File: config.mk
export PLATFORM = sky130hd
export DESIGN_NAME = dual_result_shifter
export DESIGN_NICKNAME = d
export VERILOG_FILES = /design/src/rtl/dcs_pkg.sv /design/src/rtl/dcs_edge_sense.sv /design/src/rtl/dcs_frame_ctrl.sv /design/src/rtl/dcs_lane.sv /design/src/rtl/dual_result_shifter.sv
export SDC_FILE = /design/constraint.sdc
export NUM_CORES = 1
export LEC_CHECK = 0
export BUFFER_PORTS_ARGS = -buffer_cell sky130_fd_sc_hd__buf_2
export CORE_ASPECT_RATIO = 0.9
export CORE_MARGIN = 3
export CORE_UTILIZATION = 53
export DETAILED_ROUTE_END_ITERATION = 10
export PLACE_DENSITY_LB_ADDON = 0.15
export SLEW_MARGIN = 20
export SYNTH_ARGS = -nofsm -noshare
export SYNTH_HDL_FRONTEND = slang
export SYNTH_SLANG_ARGS = --single-unit
File: constraint.sdc
create_clock -name clk -period 3.1 [get_ports clk]
set_input_delay 0.155 -clock clk [delete_from_list [all_inputs] [get_ports clk]]
set_output_delay 0.155 -clock clk [all_outputs]
set_load 0.005 [all_outputs]
File: src/rtl/dcs_pkg.sv
package dcs_pkg;

    // Frame progress of the shared controller.
    typedef enum logic [1:0] {
        FS_IDLE  = 2'd0,  // lines released, waiting for select to fall
        FS_SHIFT = 2'd1,  // lines driven, bits advancing
        FS_SPENT = 2'd2   // frame exhausted, select still low
    } frame_state_e;

    // Edge events seen in one system clock cycle.
    typedef struct packed {
        logic cs_fall;    // select was high, now low
        logic cs_high;    // select currently high
        logic sclk_fall;  // serial clock was high, now low
    } edge_ev_t;

    // Per-cycle commands to the lane shifters.
    typedef struct packed {
        logic load;  // capture results into the frame register
        logic adv;   // advance one bit
        logic en;    // drive the lines
    } lane_ctl_t;

endpackage

File: src/rtl/dcs_edge_sense.sv
module dcs_edge_sense
    import dcs_pkg::*;
(
    input  logic     clk,
    input  logic     rst,
    input  logic     cs_n,
    input  logic     sclk,
    output edge_ev_t ev
);

    logic cs_q;
    logic sclk_q;

    always_ff @(posedge clk) begin
        if (rst) begin
            cs_q   <= 1'b1;
            sclk_q <= 1'b0;
        end else begin
            cs_q   <= cs_n;
            sclk_q <= sclk;
        end
    end

    always_comb begin
        ev.cs_fall   = cs_q & ~cs_n;
        ev.cs_high   = cs_n;
        ev.sclk_fall = sclk_q & ~sclk;
    end

endmodule

File: src/rtl/dcs_frame_ctrl.sv
module dcs_frame_ctrl
    import dcs_pkg::*;
#(
    parameter int WORD_W      = 16,
    parameter int FRAME_EDGES = 32,
    parameter int ABORT_MIN   = 10
) (
    input  logic      clk,
    input  logic      rst,
    input  edge_ev_t  ev,
    output lane_ctl_t ctl,
    output logic      conv_abort
);

    localparam int CNT_W = $clog2(FRAME_EDGES + 1);

    frame_state_e st;
    logic [CNT_W-1:0] edge_cnt;
    logic in_abort_win;

    assign in_abort_win = (edge_cnt >= CNT_W'(ABORT_MIN)) &&
                          (edge_cnt <  CNT_W'(WORD_W));

    always_ff @(posedge clk) begin
        if (rst) begin
            st         <= FS_IDLE;
            edge_cnt   <= '0;
            conv_abort <= 1'b0;
        end else begin
            conv_abort <= 1'b0;
            if (ev.cs_high) begin
                if (st == FS_SHIFT && in_abort_win) begin
                    conv_abort <= 1'b1;
                end
                st <= FS_IDLE;
            end else if (ev.cs_fall) begin
                st       <= FS_SHIFT;
                edge_cnt <= '0;
            end else if (st == FS_SHIFT && ev.sclk_fall) begin
                edge_cnt <= edge_cnt + 1'b1;
                if (edge_cnt == CNT_W'(FRAME_EDGES - 1)) begin
                    st <= FS_SPENT;
                end
            end
        end
    end

    always_comb begin
        ctl.load = ev.cs_fall;
        ctl.adv  = (st == FS_SHIFT) & ev.sclk_fall & ~ev.cs_high & ~ev.cs_fall;
        ctl.en   = (st == FS_SHIFT);
    end

endmodule

File: src/rtl/dcs_lane.sv
module dcs_lane
    import dcs_pkg::*;
#(
    parameter int RES_W  = 14,
    parameter int LEAD_W = 2
) (
    input  logic             clk,
    input  logic             rst,
    input  lane_ctl_t        ctl,
    input  logic [RES_W-1:0] own_res,
    input  logic [RES_W-1:0] other_res,
    output logic             sdo
);

    localparam int WORD_W  = RES_W + LEAD_W;
    localparam int FRAME_W = 2 * WORD_W;

    logic [FRAME_W-1:0] frame_q;

    always_ff @(posedge clk) begin
        if (rst) begin
            frame_q <= '0;
        end else if (ctl.load) begin
            frame_q <= {{LEAD_W{1'b0}}, own_res, {LEAD_W{1'b0}}, other_res};
        end else if (ctl.adv) begin
            frame_q <= {frame_q[FRAME_W-2:0], 1'b0};
        end
    end

    assign sdo = ctl.en & frame_q[FRAME_W-1];

endmodule

File: src/rtl/dual_result_shifter.sv
module dual_result_shifter
    import dcs_pkg::*;
#(
    parameter int RES_W     = 14,
    parameter int LEAD_W    = 2,
    parameter int ABORT_MIN = 10
) (
    input  logic             clk,
    input  logic             rst,
    input  logic             cs_n,
    input  logic             sclk,
    input  logic [RES_W-1:0] res_a,
    input  logic [RES_W-1:0] res_b,
    output logic             sdo_a,
    output logic             sdo_b,
    output logic             oe_a,
    output logic             oe_b,
    output logic             conv_abort
);

    localparam int WORD_W      = RES_W + LEAD_W;
    localparam int FRAME_EDGES = 2 * WORD_W;
    localparam int N_LANES     = 2;

    edge_ev_t  ev;
    lane_ctl_t ctl;
    logic [RES_W-1:0] res_arr [N_LANES];
    logic [N_LANES-1:0] sdo_vec;

    assign res_arr[0] = res_a;
    assign res_arr[1] = res_b;

    dcs_edge_sense i_edge (
        .clk  (clk),
        .rst  (rst),
        .cs_n (cs_n),
        .sclk (sclk),
        .ev   (ev)
    );

    dcs_frame_ctrl #(
        .WORD_W      (WORD_W),
        .FRAME_EDGES (FRAME_EDGES),
        .ABORT_MIN   (ABORT_MIN)
    ) i_ctrl (
        .clk        (clk),
        .rst        (rst),
        .ev         (ev),
        .ctl        (ctl),
        .conv_abort (conv_abort)
    );

    for (genvar g = 0; g < N_LANES; g++) begin : g_lane
        dcs_lane #(
            .RES_W  (RES_W),
            .LEAD_W (LEAD_W)
        ) i_lane (
            .clk       (clk),
            .rst       (rst),
            .ctl       (ctl),
            .own_res   (res_arr[g]),
            .other_res (res_arr[N_LANES-1-g]),
            .sdo       (sdo_vec[g])
        );
    end

    assign sdo_a = sdo_vec[0];
    assign sdo_b = sdo_vec[1];
    assign oe_a  = ctl.en;
    assign oe_b  = ctl.en;

endmodule

Yosys cells after proc, flatten, opt, wreduce, memory -nomap -nowiden. Index checks and enable logic that the tools add are counted.

Register bits after elaboration: 75. Bits of input ports: 32. Output and inout bits: 5. Word-level logic and storage cells: 48.

Add/subtract/negate cells: 1. $lt $le $gt $ge: 2. Equal/unequal tests: 2. Muxes and demuxes: 10. Bitwise gates (word level): 10. Reduce and logical (&&, ||, !) cells: 13.

Operator list (number): 30-bit 2-to-1 mux (4); 6-bit 2-to-1 mux (2); 1-bit AND (7); 6-bit by 1-bit adder with 6-bit output, second input constant (1); 6-bit by 5-bit == test with 1-bit output, second input constant (1); 6-bit by 4-bit greater-or-equal comparator with 1-bit output, second input constant (1); 6-bit by 5-bit < comparator with 1-bit output, second input constant (1); 2-bit AND reduction (3); 2-bit nonzero test (3); 2-bit OR reduction (3); 1-bit 2-to-1 mux (4); 1-bit logical AND (3); 1-bit NOT (3); 3-bit OR reduction (1); 2-bit by 1-bit == test with 1-bit output, second input constant (1).

Logic depth before layout (Yosys ltp). Gate-level depths: netlist (run 1).

Depth after elaboration: 7. Gate-level depth with buffers: 6. Depth with buffers taken out: 4.

Modules after synthesis. Synthesis (run 1) repeated with hierarchy kept, for this count alone.

Cell total of the unflattened synthesis: 342. Area, all modules: 3623.5 um^2.

By module, submodules not included: dcs_lane (times used 2, cells an instance 138, area an instance 1514.0 um^2, sequential area each 640.6 um^2); dcs_frame_ctrl (times used 1, cells an instance 58, area an instance 513.0 um^2, sequential area each 180.2 um^2); dcs_edge_sense (times used 1, cells an instance 7, area an instance 75.1 um^2, sequential area each 40.0 um^2); dual_result_shifter (times used 1, cells an instance 1, area an instance 7.5 um^2, sequential area each 0.0 um^2).

Least setup slack after synthesis (run 1). OpenSTA, ideal clock, no wires.

Path kind: flip-flop to flip-flop. From: register i_edge.cs_q. To: register i_ctrl.edge_cnt[4]. Library setup time: 0.074 ns. Arrival time: 1.266 ns. Required time: 3.026 ns. Slack: 1.760 ns. Cell stages (with the launch flop): 5. Path buffers: 1. Period minus slack after synthesis: 1.340 ns. Path through: dfxtp_1 > or2_1 > buf_6 > or4_1 > a31oi_1.

Word-level cells in the longest chain between the ends: 3. Elaborated cells on any way between the ends: 4. Those cells by class: 1 x mux; 1 x bitwise; 2 x reduce/logical.

Ends and longest elaborated chain: start, declared (RTL line dcs_edge_sense.sv:11) `logic cs_q;`; start signal, assigned (RTL line dcs_edge_sense.sv:19) `cs_q <= cs_n;`; 1-bit AND (*) (RTL line dcs_edge_sense.sv:25) `ev.cs_fall = cs_q & ~cs_n;`; 2-bit nonzero test (no source line); 2-bit AND reduction (no source line); end signal, assigned (RTL line dcs_frame_ctrl.sv:40) `edge_cnt <= edge_cnt + 1'b1;`; end, declared (RTL line dcs_frame_ctrl.sv:18) `logic [CNT_W-1:0] edge_cnt;`.

Mark *: on every way between the ends. The rest lies on a longest branch, timed or not. A chain may end at the register's enable or synchronous reset.

Worst setup path in the final report (run 1).
From: register i_ctrl.st[1]. To: register i_ctrl.edge_cnt[0].

Word-level cells in the longest chain between the ends: 4.

Ends and longest elaborated chain: start, declared (RTL line dcs_frame_ctrl.sv:17) `frame_state_e st;`; start signal, assigned (RTL line dcs_frame_ctrl.sv:26) `st <= FS_IDLE;`; start signal, assigned (RTL line dcs_frame_ctrl.sv:35) `st <= FS_IDLE;`; start signal, assigned (RTL line dcs_frame_ctrl.sv:37) `st <= FS_SHIFT;`; 2-bit by 1-bit == test with 1-bit output (RTL line dcs_frame_ctrl.sv:39) `end else if (st == FS_SHIFT && ev.sclk_fall) begin`; 1-bit logical AND (RTL line dcs_frame_ctrl.sv:39); 2-bit nonzero test (no source line); 2-bit AND reduction (no source line).

Every way passes these cells.

==> results of run 1 <==
==> registers in the layout, indices dropped and copies added, names as in the netlist <==
register / flops
g_lane.i_lane.frame_q: 64
i_ctrl.edge_cnt: 6
i_ctrl.st: 2
i_ctrl.conv_abort: 1
i_edge.cs_q: 1
i_edge.sclk_q: 1
==> stage by stage <==
stage | worst slack (ns) | std cells | power [mW] | area, µm² | utilization, %
finish | 1.114 | 515 | 1.939 | 3840 | 61.78
global route | 0.9692 | 515 | 2.023 | 3840 | 61.78
CTS | 1.103 | 515 | 1.950 | 3840 | 61.78
detailed placement | 1.133 | 500 | 1.267 | 3661 | 58.90
global placement | 1.087 | 499 | 1.260 | 3641 | 58.57
floorplan | 1.760 | 419 | 1.200 | 3472 | -
==> cell usage in the layout, fill, tap and decap left out, types with 2 or more instances in the layout <==
cell	n
sky130_fd_sc_hd__clkbuf_8	12
sky130_fd_sc_hd__nor2b_1	2
sky130_fd_sc_hd__or4_1	4
sky130_fd_sc_hd__o22ai_1	2
sky130_fd_sc_hd__nand2_1	6
sky130_fd_sc_hd__ha_1	2
sky130_fd_sc_hd__a22oi_1	53
sky130_fd_sc_hd__nand3_1	118
sky130_fd_sc_hd__buf_2	36
sky130_fd_sc_hd__nand2b_1	4
sky130_fd_sc_hd__clkinv_2	2
sky130_fd_sc_hd__a21oi_1	12
sky130_fd_sc_hd__o211ai_1	2
sky130_fd_sc_hd__buf_4	7
sky130_fd_sc_hd__and2_1	2
sky130_fd_sc_hd__nor4b_1	2
sky130_fd_sc_hd__inv_1	2
sky130_fd_sc_hd__a31oi_1	55
sky130_fd_sc_hd__dfxtp_1	75
sky130_fd_sc_hd__o21ai_0	11
==> worst min-delay path, cell delays in order <==
cell                       delay, ns
sky130_fd_sc_hd__buf_2          0.10
sky130_fd_sc_hd__nand3b_1       0.07
sky130_fd_sc_hd__o21ai_0        0.06
==> path summary, 6_finish.rpt <==
path / startpoint / to / depth (start not counted)
setup / recovery: i_ctrl.st[1] / i_ctrl.edge_cnt[0] / 4
hold / removal: res_a[0] / g_lane[1].i_lane.frame_q[0] / 3
setup reg to reg: i_ctrl.st[1] / i_ctrl.edge_cnt[0] / 4
hold reg to reg: g_lane[1].i_lane.frame_q[30] / g_lane[1].i_lane.frame_q[31] / 2
==> report_power, final <==
part / internal [mW] / leakage, nW / switching, mW / total, mW
Sequential: 1.01 / 0.614 / 0.0369 / 1.05
Clock: 0.350 / 0.0953 / 0.340 / 0.690
Combinational: 0.0792 / 0.519 / 0.121 / 0.200
==> layout make-up <==
class / instances / area, µm²
Tap cell: 87 / 108.9
Inverter: 3 / 11.26
Timing Repair Buffer: 44 / 252.7
Fill cell: 570 / 2376
Clock buffer: 13 / 168.9
Clock inverter: 2 / 10.01
Sequential cell: 75 / 1501
Multi-Input combinational cell: 291 / 1787
==> kinds of logic (layout without fill, tap and decap cells) <==
group	Yosys count	count (layout)	synth area share, %
simple gates	150	150	23.03
compound gates	139	139	26.45
flops	75	75	43.24
buf+inv	53	62	6.559
fa+ha+maj	2	2	0.7206
==> cell usage after synthesis (all sizes together), types with 2 or more instances <==
master	number
a21oi	12
nand4bb	2
nand2b	4
inv	3
o22ai	2
clkbuf	29
o21ai	11
dfxtp	75
a22oi	53
or2	2
nor4b	2
nand3	118
o211ai	2
nor2	2
nand2	6
buf	21
nor2b	3
or4	4
a31oi	55
and2	2
ha	2
==> routing by layer <==
| layer | vias up | wire length (µm) | global-route usage (%) |
|---|---|---|---|
| li1 | 1622 | - | - |
| met1 | 1596 | 4031 | 29.71 |
| met2 | 102 | 3857 | 37.99 |
| met3 | 7 | 460 | 6.402 |
| met4 | 0 | 63 | 6.476 |
| met5 | - | 0 | 0 |
==> load_flow_metrics.sql, run 1 <==
INSERT INTO impl_metrics (metric_group, metric, value, unit) VALUES
('run_status', 'outcome', 'complete, no violations', ''),
('clocking', 'ctsResizeCount', '0', ''),
('floorplan', 'die_height', '82.79', 'µm'),
('sta', 'achievable-frequency', '0.5035', 'GHz'),
('sta', 'final.period_utilization', '64.07', '%'),
('logic_synthesis', 'synth_area_per_cell', '8.287', 'µm²'),
('flow_run', 'maxCapViolations', '0', ''),
('sta', 'hold_viol_final', '0', ''),
('critical_path', 'worst-endpoint-arrival', '2.17', 'ns'),
('critical_path', 'cp_slowest_stage_delay', '0.60', 'ns'),
('sta', 'finalSetupViolations', '0', ''),
('grt', 'grtUsageTotal', '22.94', '%'),
('floorplan', 'floorplan.die.width', '91.32', 'µm'),
('logic_synthesis', 'distinct_cell_type_count_after_synthesis', '36', ''),
('clocking', 'worst_skew_pair.late_latency', '0.34', 'ns'),
('placed_design', 'place.port_buffers', '36', ''),
('logic_synthesis', 'yosys_warnings', '0', ''),
('drt', 'vias', '3327', ''),
('drt', 'ant_nets', '0', ''),
('critical_path', 'worst-endpoint-required', '3.29', 'ns'),
('clocking', 'path_clk_slew', '0.07', 'ns'),
('finish', 'final_layout_size_suffix_gt1_share', '14.95', '%'),
('logic_synthesis', 'synth_seq_cells', '75', ''),
('sta', 'worst_slew_margin_rel', '44.12', '%'),
('clocking', 'ctsRootBufferMaster', 'sky130_fd_sc_hd__clkbuf_8', ''),
('logic_synthesis', 'synth_fp_nets', '453', ''),
('logic_synthesis', 'postSynth.asyncResetShare', '0', '%'),
('drt', 'drt_pre_antenna_iters', '5', ''),
('logic_synthesis', 'ys_seq_area_share', '43.24', '%'),
('sta', 'grt_setup_unrepaired', 'no', ''),
('critical_path', 'rrSetupSlack', '1.11', 'ns'),
('critical_path', 'critical_path.max_fanout', '41', ''),
('grt', 'grt_antenna_before_repair', '0', ''),
('logic_synthesis', 'yosys-top-cells-area', 'sky130_fd_sc_hd__dfxtp_1 43%, sky130_fd_sc_hd__nand3_1 17%, sky130_fd_sc_hd__a22oi_1 11%', ''),
('critical_path', 'worst-path-buf-inv', '1', ''),
('grt', 'largest_net_degree_at_the_start_of_global_routing', '64', ''),
('clocking', 'post-cts-setup-buffers', '0', ''),
('floorplan', 'placement_rows', '27', ''),
('logic_synthesis', 'post_synth_inst_count', '419', ''),
('sta', 'clock_skew', '0.004256', 'ns'),
('clocking', 'hold_buffers', '0', ''),
('sta', 'timing.final.crit_period', '1.986', 'ns'),
('drt', 'drt_iter0_drc', '314', ''),
('critical_path', 'worst-setup-path-type', 'flip-flop to flip-flop', ''),
('min_path', 'min-delay-path-class', 'input pin to flip-flop', ''),
('floorplan', 'initial_core_util', '55.86', '%'),
('drt', 'wirelength', '8413', 'µm'),
('grt', 'overflow', '0', ''),
('logic_synthesis', 'synth_edf_count', '0', ''),
('critical_path', 'endpoint_kind', 'flip-flop', ''),
('placed_design', 'gp_congestion', '0.7904', ''),
('grt', 'grt_pass1_vias', '3052', ''),
('clocking', 'cts.sinks', '75', ''),
('logic_synthesis', 'synth_flop_cell', 'sky130_fd_sc_hd__dfxtp_1', ''),
('grt', 'grt_first_pass_wirelength', '14170', 'µm'),
('placed_design', 'place.detailed.hpwl', '4753', 'µm'),
('sta', 'setup_total_negative_slack', '0', 'ns'),
('sta', 'worst_slew_pin_slew', '0.8382', 'ns'),
('finish', 'antenna-diode-count', '0', ''),
('power_and_ir_drop', 'power.density_cell_area', '504.8', 'nW/µm²'),
('sta', 'smallest_hold_slack', '0.08084', 'ns'),
('floorplan', 'dieArea', '7560', 'µm²'),
('logic_synthesis', 'synth_top_cell_by_area', 'sky130_fd_sc_hd__dfxtp_1', ''),
('clocking', 'ctsLongestPathBuffers', '2', ''),
('logic_synthesis', 'synth.cell_area', '3472', 'µm²'),
('drt', 'post_drt_via_cell_ratio', '6.460', ''),
('clocking', 'cts.htree.levels', '3', ''),
('finish', 'finalNetCount', '458', ''),
('drt', 'wl_per_cell', '16.34', 'µm'),
('power_and_ir_drop', 'ir_worst_vdd', '0.3057', 'mV'),
('critical_path', 'timing.critical_path.from_type', 'flip-flop', '');
(Power assumes the default switching activity.)
==> run 2, diff against run 1 <==
ABC_AREA = 1   (was unset)
clock period = 1.94 ns   (was 3.1 ns; I/O delays follow)
==> run 2 against run 1 <==
Final cell count grew 39%. Wire length shrank 9.8%. Sequential share of layout area shrank 1.9 points. Synthesized cell count grew 42%. Via count shrank 0.51%. Critical endpoint is now g_lane[0].i_lane.frame_q[14]. Critical path type is now input pin to flip-flop. Non-clock buffer count grew 3. Clock power grew 74%.
==> load_flow_metrics.sql, run 2 <==
INSERT INTO impl_metrics (metric_group, metric, value, unit) VALUES
('min_path', 'min-delay-path-class', 'input pin to flip-flop', ''),
('clocking', 'ctsLongestPathBuffers', '2', ''),
('sta', 'final-max-slew-violation-count', '0', ''),
('sta', 'setup_total_negative_slack', '0', 'ns'),
('clocking', 'numCtsBuffers', '9', ''),
('placed_design', 'placed_cells', '698', ''),
('floorplan', 'die_height', '84.42', 'µm'),
('drt', 'wl_per_cell', '10.63', 'µm'),
('logic_synthesis', 'yosys.area.top_type_share', '41.47', '%'),
('placed_design', 'gp_congestion', '0.8490', ''),
('finish', 'areaGrowthSynthToFinish', '11.44', '%'),
('drt', 'drt_iter0_drc', '134', ''),
('clocking', 'ctsResizeCount', '0', ''),
('critical_path', 'r2r-start', 'i_edge.cs_q', ''),
('critical_path', 'worst-endpoint-arrival', '1.77', 'ns'),
('grt', 'grtUsageTotal', '20.43', '%'),
('critical_path', 'endpoint_kind', 'flip-flop', ''),
('flow_run', 'maxCapViolations', '0', ''),
('finish', 'final_core_util', '63.53', '%'),
('logic_synthesis', 'synth_seq_cells', '75', ''),
('power_and_ir_drop', 'net_sw_share', '25.34', '%'),
('critical_path', 'worst-setup-path-type', 'input pin to flip-flop', ''),
('power_and_ir_drop', 'comb_power_share', '12.0', '%'),
('finish', 'fillCellCount', '657', ''),
('drt', 'wirelength', '7591', 'µm'),
('sta', 'achievable-frequency', '0.6482', 'GHz'),
('clocking', 'path_clk_slew', '0.08', 'ns'),
('finish', 'final_layout_size_suffix_gt1_share', '11.00', '%'),
('critical_path', 'cp_slowest_stage_delay', '0.54', 'ns'),
('power_and_ir_drop', 'totalPowerFinal', '3.234', 'mW'),
('power_and_ir_drop', 'leakage', '1.910', 'nW'),
('sta', 'clock_skew', '0.01044', 'ns'),
('placed_design', 'place.detailed.hpwl', '4900', 'µm'),
('logic_synthesis', 'yosys-top-cells-area', 'sky130_fd_sc_hd__dfxtp_1 41%, sky130_fd_sc_hd__nor2_1 20%, sky130_fd_sc_hd__nand2_1 16%', ''),
('finish', 'largest_register_ffs', '64', ''),
('grt', 'grt_antenna_before_repair', '0', ''),
('placed_design', 'place.port_buffers', '36', ''),
('power_and_ir_drop', 'power_report.internal_total', '2.415', 'mW'),
('logic_synthesis', 'synth.cell_area', '3621', 'µm²'),
('sta', 'final.period_utilization', '79.53', '%'),
('power_and_ir_drop', 'clock_power_share', '37.3', '%'),
('logic_synthesis', 'synthMostInstantiatedCell', 'sky130_fd_sc_hd__nor2_1', ''),
('logic_synthesis', 'synth_top_cell_by_area', 'sky130_fd_sc_hd__dfxtp_1', ''),
('critical_path', 'timing.reg2reg.worst_path_depth', '8', ''),
('run_status', 'outcome', 'complete, no violations', ''),
('finish', 'reg_top3', 'g_lane.i_lane.frame_q (64), i_ctrl.edge_cnt (6), i_ctrl.st (2)', ''),
('logic_synthesis', 'synth_fp_nets', '627', ''),
('drt', 'post_drt_via_cell_ratio', '4.636', ''),
('logic_synthesis', 'yosys_warnings', '0', ''),
('power_and_ir_drop', 'power_frac_seq', '50.8', '%'),
('power_and_ir_drop', 'power.density_cell_area', '801.5', 'nW/µm²'),
('grt', 'overflow', '0', ''),
('critical_path', 'slowest_stage', 'sky130_fd_sc_hd__dlygate4sd3_1', ''),
('logic_synthesis', 'distinct_cell_type_count_after_synthesis', '18', ''),
('logic_synthesis', 'synth_flop_cell', 'sky130_fd_sc_hd__dfxtp_1', ''),
('clocking', 'cts.htree.levels', '3', ''),
('sta', 'grt_setup_unrepaired', 'no', ''),
('drt', 'drt_pre_antenna_iters', '4', ''),
('finish', 'layout.cells.most_common', 'sky130_fd_sc_hd__nor2_1', ''),
('finish', 'layout.cells.non_filler', '714', ''),
('finish', 'layout.cells.most_common_list', '192 x sky130_fd_sc_hd__nor2_1, 159 x sky130_fd_sc_hd__nand2_1, 75 x sky130_fd_sc_hd__dfxtp_1, 70 x sky130_fd_sc_hd__inv_1, 38 x sky130_fd_sc_hd__nand3_1', ''),
('sta', 'worst_slew_pin_slew', '0.5956', 'ns'),
('clocking', 'ctsRootBufferMaster', 'sky130_fd_sc_hd__clkbuf_8', ''),
('min_path', 'whs_endpoint', 'i_ctrl.conv_abort', ''),
('grt', 'grt_pass1_vias', '3088', ''),
('critical_path', 'timing.critical_path.from_type', 'input pin', ''),
('logic_synthesis', 'synth_area_per_cell', '6.106', 'µm²'),
('drt', 'ant_nets', '0', ''),
('clocking', 'worst_skew_pair.late_latency', '0.34', 'ns'),
('sta', 'worst_slew_margin_rel', '60.29', '%'),
('sta', 'timing.final.crit_period', '1.543', 'ns'),
('min_path', 'worstHoldStart', 'cs_n', ''),
('floorplan', 'core', '6351', 'µm²'),
('logic_synthesis', 'ys_seq_area_share', '41.47', '%'),
('logic_synthesis', 'synth_edf_count', '0', ''),
('min_path', 'timing.hold.worst_path_depth', '3', ''),
('power_and_ir_drop', 'ir_worst_vdd', '0.5197', 'mV'),
('critical_path', 'ff_to_ff_end', 'g_lane[0].i_lane.frame_q[0]', ''),
('clocking', 'cts.sinks', '75', ''),
('floorplan', 'floorplan.die.width', '93.13', 'µm'),
('finish', 'finalNetCount', '657', ''),
('grt', 'largest_net_degree_at_the_start_of_global_routing', '57', ''),
('floorplan', 'placement_rows', '27', ''),
('critical_path', 'worst-endpoint-required', '2.17', 'ns'),
('power_and_ir_drop', 'power.net_switching', '0.8195', 'mW'),
('finish', 'top_register', 'g_lane.i_lane.frame_q', ''),
('floorplan', 'initial_core_util', '57.01', '%'),
('critical_path', 'critical_path.max_fanout', '29', ''),
('critical_path', 'rrSetupSlack', '0.40', 'ns'),
('floorplan', 'dieArea', '7861', 'µm²'),
('drt', 'vias', '3310', ''),
('floorplan', 'pin_count', '37', ''),
('logic_synthesis', 'postSynth.asyncResetShare', '0', '%'),
('critical_path', 'critical_path.cell_chain', 'dlygate4sd3_1 -> buf_2 -> inv_1 -> nand2_1 -> nor2_2 -> nand3_2 -> buf_12 -> o21ai_0 -> nor2_1', ''),
('logic_synthesis', 'post_synth_inst_count', '593', ''),
('clocking', 'cts_tree', 'done', ''),
('drt', 'drc', '0', ''),
('sta', 'finalSetupViolations', '0', ''),
('finish', 'antenna-diode-count', '0', ''),
('grt', 'grt_first_pass_wirelength', '13100', 'µm'),
('logic_synthesis', 'synth_commonest_cells', '192 x sky130_fd_sc_hd__nor2_1, 159 x sky130_fd_sc_hd__nand2_1, 75 x sky130_fd_sc_hd__dfxtp_1', ''),
('sta', 'hold_viol_final', '0', '');
[run 2: how the worst max path moves through the flow]
| stage | startpoint | to | slack (ns) | cells past startpoint |
|---|---|---|---|---|
| 4_1_cts | i_edge.cs_q | g_lane[0].i_lane.frame_q[0] | 0.40 | 8 |
| 3_5_place_dp | i_ctrl.st[1] | g_lane[0].i_lane.frame_q[31] | 0.44 | 7 |
| 2_1_floorplan | i_ctrl.st[0] | g_lane[0].i_lane.frame_q[10] | 0.65 | 9 |
| 6_report | sclk | g_lane[0].i_lane.frame_q[14] | 0.40 | 9 |
| 3_3_place_gp | i_edge.cs_q | g_lane[0].i_lane.frame_q[24] | 0.48 | 9 |
| 5_1_grt | i_ctrl.st[0] | g_lane[0].i_lane.frame_q[29] | 0.22 | 8 |
[run 2: layer usage]
| metal | global-route usage [%] | vias to the layer above | part of all wire [%] |
|---|---|---|---|
| met3 | 5.824 | 12 | 3.5 |
| met5 | 0 | - | 0 |
| met4 | 7.057 | 0 | 1.8 |
| li1 | - | 1803 | - |
| met1 | 24.54 | 1435 | 48 |
| met2 | 34.92 | 60 | 47 |
[run 2: cell families (layout without fill, tap and decap cells)]
family	Yosys count	count (layout)	synth area share [%]
simple gates	397	397	43.02
compound gates	17	17	2.350
flops	75	75	41.47
fa+ha+maj	2	2	0.6910
buf+inv	102	136	12.47
[run 2: power by group through the flow]
stage | Clock [mW] | Sequential (mW) | Combinational, mW
floorplan | 0 | 1.67 | 0.302
global placement | 0 | 1.67 | 0.376
detailed placement | 0 | 1.68 | 0.384
CTS | 1.24 | 1.64 | 0.388
global route | 1.29 | 1.65 | 0.450
finish | 1.20 | 1.64 | 0.387
[run 2: repair_timing]
action	CTS	global route
setup buffers	0	0
hold buffers	1	0
endpoints found under the hold margin	1	0
[run 2: final cells by class]
type / instances / area (µm²) / share of cell area [%]
clock buffer: 11 / 151.4 / 3.752
clock inverter: 4 / 50.05 / 1.240
inverter: 74 / 277.8 / 6.884
multi-input combinational: 416 / 1668 / 41.33
sequential: 75 / 1501 / 37.21
tap: 87 / 108.9 / 2.698
timing repair buffer: 47 / 277.8 / 6.884
[run 2: metrics by stage]
step / instance area, µm² / hold slack [ns] / setup WS, ns
finish: 4035 / 0.05118 / 0.3972
global placement: 3824 / 0.3263 / 0.4763
CTS: 4035 / 0.03027 / 0.4047
detailed placement: 3824 / 0.3494 / 0.4428
global route: 4035 / 0.04273 / 0.2178
floorplan: 3621 / 0.1661 / 0.6505
[run 2: worst max-delay path: cells and delay by family]
kind	cells	cell delay (ns)
compound gates	1	0.17
buf+inv	4	0.98
simple gates	4	0.52
==> run 3, diff against run 2 <==
clock period = 1.3 ns   (was 1.94 ns; I/O delays follow)
==> run 3 against run 2 <==
The run now ends with setup timing left. Die area did not move. Count of clock-buffer cells in the layout rose by 2. Non-clock buffer count rose by 23. Power rose by 55%. Worst hold slack got worse by 0.017 ns. Sequential cell count did not move. Clock power rose by 51%. Core utilization rose by 8.5 points. Sequential share of layout area fell by 4.2 points. Register-to-register slack got worse by 0.45 ns. Sequential power rose by 49%. Critical endpoint is now g_lane[1].i_lane.frame_q[16]. Largest cell class unchanged.
==> load_flow_metrics.sql, run 3 (synthesized netlist as in run 2, its figures left out) <==
INSERT INTO impl_metrics (metric_group, metric, value, unit) VALUES
('floorplan', 'pin_count', '37', ''),
('drt', 'wl_per_cell', '12.18', 'µm'),
('grt', 'grtUsageTotal', '20.10', '%'),
('finish', 'final_core_util', '72.01', '%'),
('finish', 'largest_register_ffs', '64', ''),
('critical_path', 'worst-endpoint-arrival', '1.63', 'ns'),
('power_and_ir_drop', 'leakage', '2.153', 'nW'),
('power_and_ir_drop', 'totalPowerFinal', '5.022', 'mW'),
('sta', 'achievable-frequency', '0.7413', 'GHz'),
('finish', 'layout.cells.most_common_list', '174 x sky130_fd_sc_hd__nor2_1, 145 x sky130_fd_sc_hd__nand2_1, 71 x sky130_fd_sc_hd__dfxtp_1, 68 x sky130_fd_sc_hd__inv_1', ''),
('power_and_ir_drop', 'ir_worst_vdd', '0.7121', 'mV'),
('clocking', 'worst_skew_pair.late_latency', '0.34', 'ns'),
('clocking', 'ctsRootBufferMaster', 'sky130_fd_sc_hd__clkbuf_8', ''),
('drt', 'post_drt_via_cell_ratio', '4.777', ''),
('critical_path', 'worst-setup-path-type', 'flip-flop to flip-flop', ''),
('critical_path', 'timing.reg2reg.worst_path_depth', '8', ''),
('placed_design', 'place.port_buffers', '36', ''),
('sta', 'final-max-slew-violation-count', '0', ''),
('sta', 'setup_total_negative_slack', '-0.04951', 'ns'),
('finish', 'areaGrowthSynthToFinish', '26.30', '%'),
('critical_path', 'critical_path.max_fanout', '16', ''),
('critical_path', 'crit_path_start', 'i_ctrl.st[1]', ''),
('grt', 'grt_pass1_vias', '3072', ''),
('sta', 'final.period_utilization', '103.8', '%'),
('drt', 'drc', '0', ''),
('sta', 'finalSetupViolations', '2', ''),
('sta', 'timing.final.crit_period', '1.349', 'ns'),
('floorplan', 'floorplan.die.width', '93.13', 'µm'),
('min_path', 'min-delay-path-class', 'input pin to flip-flop', ''),
('finish', 'top_register', 'g_lane.i_lane.frame_q', ''),
('power_and_ir_drop', 'power.density_cell_area', '1098', 'nW/µm²'),
('drt', 'wirelength', '8977', 'µm'),
('finish', 'antenna-diode-count', '0', ''),
('sta', 'grt_setup_unrepaired', 'yes', ''),
('clocking', 'cts.sinks', '75', ''),
('finish', 'layout.cells.non_filler', '737', ''),
('critical_path', 'endpoint_kind', 'flip-flop', ''),
('floorplan', 'core', '6351', 'µm²'),
('grt', 'overflow', '0', ''),
('run_status', 'outcome', 'finished, violations left', ''),
('finish', 'finalNetCount', '680', ''),
('clocking', 'cts_tree', 'done', ''),
('floorplan', 'initial_core_util', '57.01', '%'),
('placed_design', 'place.detailed.hpwl', '4867', 'µm'),
('critical_path', 'worst-endpoint-required', '1.58', 'ns'),
('drt', 'ant_nets', '0', ''),
('finish', 'reg_top3', 'g_lane.i_lane.frame_q (64), i_ctrl.edge_cnt (6), i_ctrl.st (2)', ''),
('critical_path', 'ff_to_ff_end', 'g_lane[1].i_lane.frame_q[16]', ''),
('drt', 'drt_pre_antenna_iters', '4', ''),
('critical_path', 'worst_setup_path_endpoint', 'g_lane[1].i_lane.frame_q[16]', ''),
('sta', 'hold_viol_final', '0', ''),
('floorplan', 'die_height', '84.42', 'µm'),
('grt', 'largest_net_degree_at_the_start_of_global_routing', '39', ''),
('grt', 'grt_antenna_before_repair', '0', ''),
('clocking', 'ctsLongestPathBuffers', '2', ''),
('critical_path', 'r2r-start', 'i_ctrl.st[1]', ''),
('grt', 'grt_first_pass_wirelength', '13080', 'µm'),
('placed_design', 'place_ws', '-0.009440', 'ns'),
('clocking', 'path_clk_slew', '0.07', 'ns'),
('placed_design', 'gp_congestion', '0.8436', ''),
('flow_run', 'maxCapViolations', '0', ''),
('clocking', 'cts.htree.levels', '3', ''),
('sta', 'final_critical_path_setup_slack', '-0.04893', 'ns'),
('placed_design', 'placed_cells', '708', ''),
('drt', 'drt_iter0_drc', '190', ''),
('drt', 'vias', '3521', ''),
('finish', 'final_layout_size_suffix_gt1_share', '19.69', '%'),
('finish', 'layout.cells.most_common', 'sky130_fd_sc_hd__nor2_1', ''),
('critical_path', 'timing.critical_path.from_type', 'flip-flop', ''),
('critical_path', 'rrSetupSlack', '-0.05', 'ns'),
('sta', 'worst_slew_pin_slew', '0.3544', 'ns'),
('clocking', 'numCtsBuffers', '9', ''),
('floorplan', 'dieArea', '7861', 'µm²'),
('sta', 'worst_slew_margin_rel', '76.37', '%'),
('run_status', 'violations', 'setup timing', ''),
('floorplan', 'placement_rows', '27', ''),
('sta', 'clock_skew', '0.004123', 'ns');
run 3: critical path, stage by stage (launching register included):
cell and delay, ns:
sky130_fd_sc_hd__dfxtp_2 0.35, sky130_fd_sc_hd__inv_2 0.08, sky130_fd_sc_hd__nand2_4 0.06, sky130_fd_sc_hd__nor2_4 0.11, sky130_fd_sc_hd__nand3_4 0.16, sky130_fd_sc_hd__clkbuf_16 0.24
sky130_fd_sc_hd__nor2_1 0.14, sky130_fd_sc_hd__nor2_1 0.06, sky130_fd_sc_hd__nor2_1 0.09
run 3: worst min path at each step:
stage | depth (start not counted) | end | slack [ns] | startpoint
global route | 3 | g_lane[0].i_lane.frame_q[0] | 0.04 | res_b[0]
detailed placement | 3 | i_edge.sclk_q | 0.32 | sclk
global placement | 3 | i_edge.sclk_q | 0.30 | sclk
finish | 3 | g_lane[0].i_lane.frame_q[0] | 0.03 | res_b[0]
floorplan | 1 | g_lane[0].i_lane.frame_q[0] | 0.13 | rst
CTS | 3 | g_lane[0].i_lane.frame_q[0] | 0.03 | res_b[0]
run 3: metal layers:
metal	track usage (%)	wire length, µm	up-vias
li1	-	-	1857
met1	24.54	3908	1551
met2	34.47	4418	105
met3	4.749	552	8
met4	7.190	97	0
met5	0	0	-
run 3: cell type report:
class | count | area, µm²
Clock buffer | 13 | 158.9
Multi-Input combinational cell | 416 | 1837
Tap cell | 87 | 108.9
Timing Repair Buffer | 70 | 646.9
Clock inverter | 2 | 35.03
Inverter | 74 | 277.8
Fill cell | 552 | 1778
Sequential cell | 75 | 1509
run 3: per-stage QoR:
step | cell area, µm² | hold WS [ns]
after global routing | 4573 | 0.04092
after floorplan | 3621 | 0.1341
after CTS | 4204 | 0.02928
after detailed placement | 3961 | 0.3157
after global placement | 3961 | 0.2972
final | 4573 | 0.03438
run 3: power breakdown:
group / internal, mW / leakage (nW) / switching, mW
combinational: 0.314 / 1.44 / 0.444
clock: 0.981 / 0.0995 / 0.829
sequential: 2.42 / 0.616 / 0.0375
total: 3.71 / 2.15 / 1.31
run 3: what timing repair did:
item | 4_1_cts | 5_1_grt
pin swaps | 1 | 19
gates cloned | 0 | 9
hold endpoints to repair | 5 | 0
setup buffers | 0 | 1
resized for setup | 3 | 63
endpoints found under the setup margin | 31 | 69
hold buffers | 4 | 0
